## src/rtl/rsv_pkg.sv

```systemverilog
package rsv_pkg;
  typedef enum logic {
    SV_HOLD = 1'b0,
    SV_RUN  = 1'b1
  } sv_state_e;
endpackage

```

## src/rtl/rsv_edge_det.sv

```systemverilog
module rsv_edge_det #(
  parameter int STAGES = 2
) (
  input  logic clk,
  input  logic rst_n,
  input  logic din,
  output logic toggled
);
  logic [STAGES-1:0] sh;
  logic              prev;

  always_ff @(posedge clk or negedge rst_n) begin
    if (!rst_n) begin
      sh   <= '0;
      prev <= 1'b0;
    end else begin
      sh   <= {sh[STAGES-2:0], din};
      prev <= sh[STAGES-1];
    end
  end

  assign toggled = sh[STAGES-1] ^ prev;
endmodule

```

## src/rtl/rsv_ms_counter.sv

```systemverilog
module rsv_ms_counter #(
  parameter int LIMIT = 200
) (
  input  logic clk,
  input  logic rst_n,
  input  logic clr,
  input  logic step,
  output logic done
);
  localparam int W = $clog2(LIMIT + 1);
  localparam logic [W-1:0] LAST = W'(LIMIT - 1);

  logic [W-1:0] cnt;

  assign done = step && !clr && (cnt == LAST);

  always_ff @(posedge clk or negedge rst_n) begin
    if (!rst_n) begin
      cnt <= '0;
    end else if (clr || done) begin
      cnt <= '0;
    end else if (step) begin
      cnt <= cnt + 1'b1;
    end
  end
endmodule

```

## src/rtl/rst_supervisor.sv

```systemverilog
module rst_supervisor #(
  parameter int HOLD_MS    = 200,
  parameter int WDT_MS     = 1600,
  parameter int SYNC_DEPTH = 2
) (
  input  logic clk,
  input  logic rst_n,
  input  logic ms_tick,
  input  logic pwr_ok,
  input  logic wdt_en,
  input  logic wdi,
  output logic rst_out_n
);
  import rsv_pkg::*;

  sv_state_e state, state_nx;
  logic      strobe_edge;
  logic      hold_clr, hold_step, hold_done;
  logic      win_clr, win_step, win_done;

  rsv_edge_det #(.STAGES(SYNC_DEPTH)) u_edge (
    .clk     (clk),
    .rst_n   (rst_n),
    .din     (wdi),
    .toggled (strobe_edge)
  );

  assign hold_clr  = !pwr_ok || (state != SV_HOLD);
  assign hold_step = ms_tick;

  rsv_ms_counter #(.LIMIT(HOLD_MS)) u_hold (
    .clk   (clk),
    .rst_n (rst_n),
    .clr   (hold_clr),
    .step  (hold_step),
    .done  (hold_done)
  );

  assign win_clr  = !pwr_ok || (state != SV_RUN) || !wdt_en || strobe_edge;
  assign win_step = ms_tick;

  rsv_ms_counter #(.LIMIT(WDT_MS)) u_window (
    .clk   (clk),
    .rst_n (rst_n),
    .clr   (win_clr),
    .step  (win_step),
    .done  (win_done)
  );

  always_comb begin
    state_nx = state;
    if (!pwr_ok) begin
      state_nx = SV_HOLD;
    end else begin
      case (state)
        SV_HOLD: if (hold_done) state_nx = SV_RUN;
        SV_RUN:  if (win_done)  state_nx = SV_HOLD;
        default: state_nx = SV_HOLD;
      endcase
    end
  end

  always_ff @(posedge clk or negedge rst_n) begin
    if (!rst_n) state <= SV_HOLD;
    else        state <= state_nx;
  end

  assign rst_out_n = (state == SV_RUN);
endmodule

```

## config.mk

```make
export PLATFORM = sky130hd
export DESIGN_NAME = rst_supervisor
export DESIGN_NICKNAME = d
export VERILOG_FILES = /design/src/rtl/rsv_pkg.sv /design/src/rtl/rsv_edge_det.sv /design/src/rtl/rsv_ms_counter.sv /design/src/rtl/rst_supervisor.sv
export SDC_FILE = /design/constraint.sdc
export NUM_CORES = 1
export LEC_CHECK = 0
export BUFFER_PORTS_ARGS = -buffer_cell sky130_fd_sc_hd__buf_2
export CORE_MARGIN = 10
export CORE_UTILIZATION = 46
export DETAILED_ROUTE_END_ITERATION = 8
export HOLD_SLACK_MARGIN = 0.15
export MAX_ROUTING_LAYER = met4
export PLACE_DENSITY_LB_ADDON = 0.3
export REMOVE_ABC_BUFFERS = 1
export SETUP_SLACK_MARGIN = 0.05
export SYNTH_ARGS = -nofsm -noshare
export SYNTH_HDL_FRONTEND = slang
export SYNTH_SLANG_ARGS = --single-unit
```

## constraint.sdc

```tcl
create_clock -name clk -period 1.4 [get_ports clk]
set_clock_uncertainty 0.1 [all_clocks]
set_input_delay 0.14 -clock clk [delete_from_list [all_inputs] [get_ports clk]]
set_output_delay 0.14 -clock clk [all_outputs]
set_load 0.005 [all_outputs]
```

* After elaboration in Yosys (flattened, before gate mapping) *
Cells that the tools add are included.

word-level totals
  register bits = 23
  word-level logic and storage cells = 35

cells by class
  add/subtract/negate cells = 2
  eq/ne operators = 2
  mux-type cells = 8
  bitwise gates (word level) = 2
  reductions and logical operators = 16

operators with widths
  operator               count
  $mux 11                2
  $mux 8                 2
  $add 11x1->11 const B  1
  $eq 11x11->1 const B   1
  $add 8x1->8 const B    1
  $eq 8x8->1 const B     1
  $logic_or 1x1->1       6
  $logic_and 1x1->1      4
  $logic_not 1->1        4
  $reduce_bool 2->1      2
  $mux 1                 3
  $pmux 1 s2             1
  $not 1->1              1
  $xor 1x1->1            1

* Longest topological paths before layout *
  depth in word-level cells = 10
  mapped depth = 7

* Hierarchy *
From an unflattened synthesis, not the netlist that was laid out.

second synthesis, totals
  cell total of the unflattened synthesis = 109
  area, all modules = 1173.6 um^2

modules (own cells, without submodules)
  module                      times used  cells an instance  area each (um^2)  seq. area each (um^2)
  rsv_ms_counter at u_window  1           60                 613.1             275.3
  rsv_ms_counter at u_hold    1           40                 422.9             200.2
  rsv_edge_det                1           4                  83.8              75.1
  rst_supervisor              1           5                  53.8              25.0

* Least setup slack after synthesis *
Ideal clock, no wire load.

  kind = reg2reg
  start point = reg u_window.cnt[0]
  end point = reg u_window.cnt[6]
  setup time = 0.119 ns
  arrival = 1.246 ns
  slack = -0.065 ns
  stages on the path, launching flop included = 7
  clock period less this slack = 1.465 ns
  cells stage by stage = dfrtp_1 ha_1 and4_1 buf_6 and2_2 xnor2_1 nor2_1

between the ends
  cells in the longest elaborated chain, start to end = 4
  elaborated cells between the ends (all ways) = 7
  classes of those cells = 1 x add/sub; 1 x eq/ne; 2 x mux; 3 x reduce/logical

RTL lines
  item                                                                   RTL line              source
  start: declaration                                                     rsv_ms_counter.sv:13  logic [W-1:0] cnt;
  start signal: assignment                                               rsv_ms_counter.sv:23  cnt <= cnt + 1'b1;
  parallel branches: the longest is 4 deep, another holds $add 11x1->11  -

Parallel ways; which one is timed is not known. The select of a mux whose other input is x is not followed.
A chain may end at the register's enable or synchronous reset.

* Worst setup path in the final report *
  start point = reg u_window.cnt[6]
  end point = reg u_window.cnt[1]

between the ends
  cells in the longest elaborated chain, start to end = 4
  elaborated cells between the ends (all ways) = 5
  classes of those cells = 1 x eq/ne; 1 x mux; 3 x reduce/logical

RTL lines
  item                                                 RTL line              source
  $eq 11x11->1 (*)                                     rsv_ms_counter.sv:15  assign done = step && !clr && (cnt == LAST);
  $logic_and 1x1->1 (*)                                rsv_ms_counter.sv:15
  $logic_or 1x1->1 (*)                                 rsv_ms_counter.sv:20  end else if (clr || done) begin
  $mux 11 / $reduce_bool 2->1 (equally long branches)  -

Mark *: on every way between the ends. The rest lies on a longest branch, timed or not.

==> flow_summary.json <==
{
  "crit_required_ns": 1.51,
  "finalHoldViolCount": 0,
  "netlist_instances": 99,
  "tightest_slew_ns": 0.510,
  "power_leakage_nw": 0.639,
  "critPathArrivalTime_ns": 1.55,
  "min_path_type": "in -> reg",
  "crit_family": "simple AND/OR/NAND/NOR gates",
  "p_sw_mw": 0.245,
  "final_common_cell": "dfrtp_1",
  "pwr_density_cell_nw_per_um2": 748,
  "firstDrtPassIters": 4,
  "antenna_cells": 0,
  "clock-sinks": 23,
  "ys_types": 22,
  "critPathSlowestCell": "dfrtp_1",
  "timing.final.max_slew_violations": 0,
  "worst-path-buf-inv": 2,
  "io_buffers": 6,
  "synth_area_per_cell_um2": 11.0,
  "grt_pass1_wl_um": 3790,
  "dr_wl_met3_um": 63,
  "yosysWarnings": 0,
  "initialDrtViolationCount": 30,
  "max_stage_delay_ns": 0.41,
  "synthSimpleGateAreaFrac": 0.232,
  "die_h_um": 68.6,
  "n_fill_cell": 184,
  "worstSetupPathType": "reg -> reg",
  "cts-root-buf": "clkbuf_4",
  "hpwl_um": 1460,
  "wl_um": 2170,
  "overflow": 0,
  "cts_tree": "done",
  "design_area_um2": 1430,
  "final_util": 0.638,
  "seq_power_share": 0.639,
  "synth_seq_cells": 23,
  "maxSlewHeadroom": 0.660,
  "dpl-instance-area_um2": 1240,
  "antenna_left": 0,
  "whs_ns": 0.195,
  "fin_crit_sh": 1.03,
  "synth_top_family_by_area": "simple AND/OR/NAND/NOR gates",
  "max_freq_mhz": 696,
  "clk_pin_slew_ns": 0.12,
  "status": "finished with violations",
  "grt_max_degree": 24,
  "crit_chain": "nor4b_2 -> buf_4 -> nand4_4 -> nand2b_4 -> buf_6 -> nor2_1",
  "final_nets": 138,
  "wl_met2_um": 1100,
  "ys_seq_area_frac": 0.530,
  "finalSetupViolations": 12,
  "setup_slack_ns": -0.0359,
  "clockBufferDepth": 2,
  "failed_checks": "setup timing",
  "layout-area-overhead-vs-synth_pct": 31.2,
  "die_w_um": 68.6,
  "synth_compound_area_frac": 0.0173,
  "cp_max_fo": 5,
  "core_area_um2": 2230,
  "place_ws_ns": -0.0796,
  "drc": 0,
  "rows": 17,
  "die_area_um2": 4700,
  "syn_area_um2": 1090,
  "grt.total_usage": 0.108,
  "drive_above_1_share": 0.364,
  "ios": 7,
  "synth_mux_area_frac": 0.0184,
  "viasPerCell": 5.17,
  "routabilityCongestion": 0.812,
  "grt_pass1_vias": 840,
  "htreeDepth": 1,
  "wl_per_cell_um": 13.8,
  "rsz0062_at_grt": "true",
  "clock_latency_ns": 0.31,
  "vias": 811,
  "worstSetupEndpointType": "flip-flop",
  "numCtsBuffers": 3,
  "p_clk_frac": 0.287,
  "vdd_drop_max_uv": 687,
  "critPathLaunchType": "flip-flop",
  "internal_power_mw": 0.821,
  "routed.top_layer": "met4",
  "period_minus_slack_ns": 1.44,
  "layout_common_cells": "23 x dfrtp_1, 18 x nor2_1, 14 x buf_4",
  "p_sw_frac": 0.230,
  "synthAdderAreaFrac": 0.0230,
  "met1_length_um": 952,
  "synthXorXnorAreaFrac": 0.145,
  "combPwrFrac": 0.074,
  "initial_core_util": 0.486,
  "drv_cap": 0,
  "antenna_found_initial": 0
}
==> cell usage after synthesis, drive strengths merged <==
library cell	instances	area (µm²)
nor4b	1	8.76
nor2	23	86.3
nand3	2	10.0
and4	3	27.5
xor2	9	78.8
nor3b	1	7.51
buf	3	33.8
nor3	1	5.00
nand2b	2	12.5
ha	2	25.0
nand2	4	15.0
dfrtp	23	576
and2	2	15.0
a41o	1	10.0
mux2i	2	20.0
a41oi	1	8.76
inv	1	3.75
xnor2	9	78.8
and3	1	7.51
nand4	8	56.3
==> area by class of cell <==
class	count	area, µm²	area share
Inverter	1	3.75	0.00263
Tap cell	28	35.0	0.0246
Clock buffer	3	22.5	0.0158
Sequential cell	23	576	0.404
Timing Repair Buffer	29	230	0.162
Clock inverter	1	5.00	0.00351
Multi-Input combinational cell	72	553	0.388
==> repair_timing <==
| item | CTS | global route |
|---|---|---|
| buffers inserted | 0 | 2 |
| resized for setup | 12 | 10 |
| endpoints found under the setup margin | 18 | 19 |
| hold buffers | 5 | 0 |
| pin swaps | 4 | 5 |
| hold endpoints to repair | 31 | 0 |
==> worst reg2reg max path, stage by stage, from the launching register on <==
cell and delay, ns:
dfrtp_1 0.41, nor4b_2 0.29, buf_4 0.16, nand4_4 0.12
nand2b_4 0.10, buf_6 0.12, nor2_1 0.05
==> sequential cells by signal (all words and copies together), names as in the netlist <==
signal and flops:
rst_out_n 1, u_edge.prev 1, u_edge.sh 2, u_hold.cnt 8, u_window.cnt 11
==> power groups by stage <==
stage	clock, mW	sequential (mW)	combinational, mW
finish	0.306	0.681	0.0785
global placement	0	0.692	0.0591
detailed placement	0	0.693	0.0603
global route	0.348	0.683	0.0877
CTS	0.318	0.681	0.0742
floorplan	0	0.693	0.0211
==> worst paths after layout <==
check,endpoint,slack (ns),cells after the start,start
max,u_window.cnt[1],-0.04,6,u_window.cnt[6]
max reg2reg,u_window.cnt[1],-0.04,6,u_window.cnt[6]
min reg2reg,u_edge.sh[1],0.27,0,u_edge.sh[0]
max in group asynchronous,u_window.cnt[5],0.62,2,rst_n
min,u_window.cnt[1],0.19,4,ms_tick
min in group asynchronous,u_edge.sh[0],0.23,2,rst_n
==> metal layers <==
metal | global-route usage | up-vias
met5 | - | -
met4 | 0.0528 | 0
met3 | 0.0225 | 6
met2 | 0.179 | 15
met1 | 0.120 | 394
li1 | - | 396
==> logic make-up after synthesis <==
kind of cell    count (synthesis)
simple gates                   48
flops                          23
xor+xnor                       18
buf+inv                         4
compound gates                  2
mux                             2
fa+ha+maj                       2
==> metrics by stage <==
stage | TNS, ns | cells | power, mW
3_3_place_gp | -0.613 | 146 | 0.752
5_1_grt | -1.23 | 157 | 1.12
4_1_cts | -0.353 | 155 | 1.07
3_5_place_dp | -0.917 | 146 | 0.754
2_1_floorplan | -0.327 | 96 | 0.714
6_report | -0.312 | 157 | 1.07
Power figures use the tool's default switching activity.
